==> src/rtl/adc_trig_pkg.sv <==
package adc_trig_pkg;
  typedef enum logic [1:0] {
    ST_IDLE  = 2'd0,
    ST_ARMED = 2'd1,
    ST_RUN   = 2'd2
  } seq_state_e;
endpackage

==> src/rtl/adc_trig_sync.sv <==
// Synchronizes the trigger pin and derives the polarity-qualified level and edge.
module adc_trig_sync #(
  parameter int SYNC_STAGES = 2
) (
  input  logic clk,
  input  logic rst_n,
  input  logic trig_in,
  input  logic polarity,
  output logic lvl_act,
  output logic edge_hit
);
  localparam int LAST = SYNC_STAGES - 1;

  logic [LAST:0] chain;
  logic          s_prev;
  logic          s_cur;

  generate
    for (genvar g = 0; g < SYNC_STAGES; g++) begin : g_stage
      if (g == 0) begin : g_first
        always_ff @(posedge clk) begin
          if (!rst_n) chain[g] <= 1'b0;
          else        chain[g] <= trig_in;
        end
      end else begin : g_next
        always_ff @(posedge clk) begin
          if (!rst_n) chain[g] <= 1'b0;
          else        chain[g] <= chain[g-1];
        end
      end
    end
  endgenerate

  assign s_cur = chain[LAST];

  always_ff @(posedge clk) begin
    if (!rst_n) s_prev <= 1'b0;
    else        s_prev <= s_cur;
  end

  always_comb begin
    lvl_act  = polarity ? s_cur : ~s_cur;
    edge_hit = polarity ? (s_cur & ~s_prev) : (~s_cur & s_prev);
  end
endmodule

==> src/rtl/adc_trig_ctrl.sv <==
// Sequence state machine and overrun flag.
module adc_trig_ctrl
  import adc_trig_pkg::*;
(
  input  logic clk,
  input  logic rst_n,
  input  logic trig_en,
  input  logic level_mode,
  input  logic scan_cont,
  input  logic start_req,
  input  logic clr_ovr,
  input  logic conv_done,
  input  logic lvl_act,
  input  logic edge_hit,
  output logic seq_start,
  output logic busy,
  output logic ovr_flag
);
  seq_state_e state_q, state_d;
  logic       launch;
  logic       ovr_d;
  logic       qualify;

  assign qualify = level_mode ? lvl_act : edge_hit;

  always_comb begin
    state_d = state_q;
    launch  = 1'b0;
    if (start_req) begin
      if (trig_en) begin
        state_d = ST_ARMED;
      end else begin
        state_d = ST_RUN;
        launch  = 1'b1;
      end
    end else begin
      case (state_q)
        ST_ARMED: begin
          if (trig_en && qualify) begin
            state_d = ST_RUN;
            launch  = 1'b1;
          end
        end
        ST_RUN: begin
          if (conv_done) begin
            if (trig_en) begin
              if (level_mode && lvl_act) launch  = 1'b1;
              else                       state_d = ST_ARMED;
            end else if (scan_cont) begin
              launch = 1'b1;
            end else begin
              state_d = ST_IDLE;
            end
          end
        end
        default: state_d = state_q;
      endcase
    end
  end

  always_comb begin
    ovr_d = ovr_flag;
    if (start_req || clr_ovr)
      ovr_d = 1'b0;
    else if (state_q == ST_RUN && trig_en && !level_mode && edge_hit)
      ovr_d = 1'b1;
  end

  always_ff @(posedge clk) begin
    if (!rst_n) begin
      state_q   <= ST_IDLE;
      seq_start <= 1'b0;
      ovr_flag  <= 1'b0;
    end else begin
      state_q   <= state_d;
      seq_start <= launch;
      ovr_flag  <= ovr_d;
    end
  end

  assign busy = (state_q == ST_RUN);

  a_r2_sw_start: assert property (@(posedge clk) disable iff (!rst_n)
    (start_req && !trig_en) |=> (seq_start && busy));

  a_r6_arm_only: assert property (@(posedge clk) disable iff (!rst_n)
    (start_req && trig_en) |=> (!seq_start && !busy));

  a_r2_start_in_run: assert property (@(posedge clk) disable iff (!rst_n)
    seq_start |-> busy);

  a_r9_clear: assert property (@(posedge clk) disable iff (!rst_n)
    (start_req || clr_ovr) |=> !ovr_flag);

  a_r9_sticky: assert property (@(posedge clk) disable iff (!rst_n)
    (ovr_flag && !start_req && !clr_ovr) |=> ovr_flag);

  a_r8_no_level_ovr: assert property (@(posedge clk) disable iff (!rst_n)
    (!ovr_flag && trig_en && level_mode) |=> !ovr_flag);

  a_r11_idle_done: assert property (@(posedge clk) disable iff (!rst_n)
    (!busy && conv_done && !start_req && !trig_en) |=> !busy);
endmodule

==> src/rtl/adc_trig_seq.sv <==
module adc_trig_seq #(
  parameter int SYNC_STAGES = 2
) (
  input  logic clk,
  input  logic rst_n,
  input  logic trig_in,
  input  logic trig_en,
  input  logic level_mode,
  input  logic polarity,
  input  logic scan_cont,
  input  logic start_req,
  input  logic clr_ovr,
  input  logic conv_done,
  output logic seq_start,
  output logic busy,
  output logic ovr_flag
);
  logic lvl_act;
  logic edge_hit;

  adc_trig_sync #(.SYNC_STAGES(SYNC_STAGES)) u_sync (
    .clk      (clk),
    .rst_n    (rst_n),
    .trig_in  (trig_in),
    .polarity (polarity),
    .lvl_act  (lvl_act),
    .edge_hit (edge_hit)
  );

  adc_trig_ctrl u_ctrl (
    .clk        (clk),
    .rst_n      (rst_n),
    .trig_en    (trig_en),
    .level_mode (level_mode),
    .scan_cont  (scan_cont),
    .start_req  (start_req),
    .clr_ovr    (clr_ovr),
    .conv_done  (conv_done),
    .lvl_act    (lvl_act),
    .edge_hit   (edge_hit),
    .seq_start  (seq_start),
    .busy       (busy),
    .ovr_flag   (ovr_flag)
  );

  a_r1_reset_quiet: assert property (@(posedge clk)
    !rst_n |=> (!busy && !seq_start && !ovr_flag));
endmodule

==> config.mk <==
export PLATFORM = sky130hd
export DESIGN_NAME = adc_trig_seq
export DESIGN_NICKNAME = d
export VERILOG_FILES = /design/src/rtl/adc_trig_pkg.sv /design/src/rtl/adc_trig_sync.sv /design/src/rtl/adc_trig_ctrl.sv /design/src/rtl/adc_trig_seq.sv
export SDC_FILE = /design/constraint.sdc
export NUM_CORES = 1
export LEC_CHECK = 0
export BUFFER_PORTS_ARGS = -buffer_cell sky130_fd_sc_hd__buf_2
export CAP_MARGIN = 20
export CORE_AREA = 2 2 39 41
export CTS_BUF_LIST = sky130_fd_sc_hd__clkbuf_4 sky130_fd_sc_hd__clkbuf_8
export CTS_CLUSTER_SIZE = 25
export DETAILED_ROUTE_END_ITERATION = 8
export DIE_AREA = 0 0 41 43
export GPL_ROUTABILITY_DRIVEN = 0
export GPL_TIMING_DRIVEN = 1
export SLEW_MARGIN = 20
export SYNTH_ARGS = -nofsm -noshare
export SYNTH_HDL_FRONTEND = slang
export SYNTH_SLANG_ARGS = --single-unit
==> constraint.sdc <==
create_clock -name clk -period 1.95 [get_ports clk]
set_input_delay 0.39 -clock clk [delete_from_list [all_inputs] [get_ports clk]]
set_output_delay 0.39 -clock clk [all_outputs]
set_load 0.05 [all_outputs]
==> impl_metrics.tcl <==
set metrics [dict create \
    cap_violations 0 \
    power_w 0.000363 \
    seq_area_frac_synth 0.317 \
    hold_path_depth 2 \
    start_util 0.319 \
    clock_latency_ns 0.26 \
    tightest_slew_ns 0.446 \
    grt_max_degree 11 \
    end_kind "output port" \
    grt_first_pass_wirelength_mm 1.53 \
    yosys_warnings 0 \
    crit_path_start "u_ctrl.state_q[0]" \
    register_area_sq_um 140 \
    worstRegToRegCells 4 \
    max_freq_ghz 0.586 \
    ys_ff_latch 7 \
    multi_input_area_sq_um 269 \
    first_pass_iters 4 \
    final_common_cell "buf_2" \
    power_density_nw_per_um2 673 \
    synth_nets 65 \
    routed_wl_microns 965 \
    cts_buffers 3 \
    nNetsFinal 80 \
    syn_area_per_cell_sq_um 8.33 \
    drive_above_1_share 0.269 \
    synth_edf_count 0 \
    ant_nets 0 \
    ys_types 32 \
    postCtsSetupBuffers 0 \
    cts_tree "built" \
    period_needed_ns 1.71 \
    grt_usage 0.133 \
    grt_overflow 0 \
    instances_no_fill 83 \
    crit_type "flip-flop to output port" \
    fin_setup_tns_ns 0 \
    ys.flop_type "dfxtp_1" \
    syn2layout_area_growth_pct 22.1 \
    io_pins 13 \
    die_h_microns 43 \
    report.final.slew_viol_count 0 \
    wl_per_cell_microns 11.6 \
    dpl.hpwl_microns 733 \
    p_leak_nw 0.225 \
    setup_viol 0 \
    rsz0062_at_grt "false" \
    fp.dieW_microns 41 \
    dr_total_vias 448 \
    max-clock-path-buffers 2 \
    dieArea_sq_um 1760 \
    core_sq_um 1380 \
    drcViolationCount 0 \
    critical_path.max_fanout 9 \
    worst_r2r_startpoint "u_sync.s_cur" \
    status "completed" \
    antenna_found_initial 0 \
    ir_drop_v 0.000337 \
    rows 14 \
    htree_levels 1 \
    grt_pass1_vias 397 \
    hold_buffers 0 \
    clock_skew_ns 0.00123 \
    clk_pin_slew_ns 0.06 \
    vias_per_cell 5.40 \
    start_kind "flip-flop" \
    hold_path.startpoint "clr_ovr" \
    relSlewSlack 0.700 \
    worstPathArrival_ns 1.32 \
    cts_sinks 7 \
    timing.final.hold_violations 0 \
    fin_crit_sh 0.874 \
    netlist_instances 53 \
    antenna_cells 0 \
    dp_cells 79 \
    cts_resized 0 \
    final_cell_mix "12 x buf_2, 7 x dfxtp_1, 4 x inv_1, 4 x nand2_1" \
    fill_cells 151 \
    synthArstFlopShare 0 \
    hold_class "input port to flip-flop" \
    port_buffers 12 \
    synth_area_sq_um 442 \
    required_ns 1.56 \
    drtIter0Drc 3 \
    cts-root-buf "clkbuf_4" \
]
## state kept, by name, indices dropped and copies added, names as in the netlist
| name | cells |
|---|---|
| u_sync.chain | 1 |
| u_sync.s_prev | 1 |
| u_ctrl.seq_start | 1 |
| u_sync.s_cur | 1 |
| u_ctrl.ovr_flag | 1 |
| u_ctrl.state_q | 2 |
## synthesized netlist by cell type (2+ instances only)
cell type / count / area [sq um]
dfxtp_1: 7 / 140
inv_1: 4 / 15.0
nand2_1: 4 / 15.0
and2_1: 3 / 18.8
a41oi_1: 2 / 17.5
buf_2: 2 / 10.0
ha_1: 2 / 25.0
inv_2: 2 / 7.51
nor2_1: 2 / 7.51
nor2b_1: 2 / 12.5
o21ai_0: 2 / 10.0
## critical path, cell delays in order (launching register included)
cell and delay [ns]:
dfxtp_1 0.32, inv_1 0.07, ha_1 0.33, buf_2 0.33
## cell families (layout without fill, tap and decap cells)
family,after synthesis,count (layout),share of synthesized area
buf+inv,8,22,0.0737
compound gates,14,14,0.246
xor+xnor,2,2,0.0397
fa+ha+maj,2,2,0.0566
flops,7,7,0.317
simple gates,20,20,0.266
## layout make-up
class	count	share of cell area
multi-input cells	38	0.499
flip-flops and latches	7	0.260
repair buffers	12	0.111
clock buffers	3	0.0418
inverters	6	0.0418
well taps	16	0.0371
clock inverters	1	0.00928
## where the power goes
group	total [W]	internal, W	switching, W	leakage [nW]
registers	0.000154	0.000150	0.00000428	0.0575
logic	0.0000730	0.0000279	0.0000451	0.149
clock network	0.000136	0.0000753	0.0000608	0.0177
total	0.000363	0.000253	0.000110	0.225
## stage by stage
step	utilization	hold WS [ns]	area (sq um)	setup slack [ns]
floorplan	-	0.412	442	0.269
global placement	0.370	0.419	512	0.245
detailed placement	0.370	0.423	512	0.269
CTS	0.390	0.283	539	0.254
global route	0.390	0.291	539	0.187
finish	0.390	0.287	539	0.245
## per-layer routing
metal / GRT usage / part of all wire
met2: 0.188 / 0.50
met1: 0.155 / 0.45
met4: 0.120 / 0
met3: 0.0314 / 0.053
met5: 0 / 0
## worst paths after layout
path / endpoint / slack [ns]
setup reg to reg: u_ctrl.state_q[0] / 0.37
hold / removal: u_ctrl.ovr_flag / 0.29
hold reg to reg: u_sync.s_cur / 0.44
setup / recovery: busy / 0.24
(Power assumes the default switching activity.)
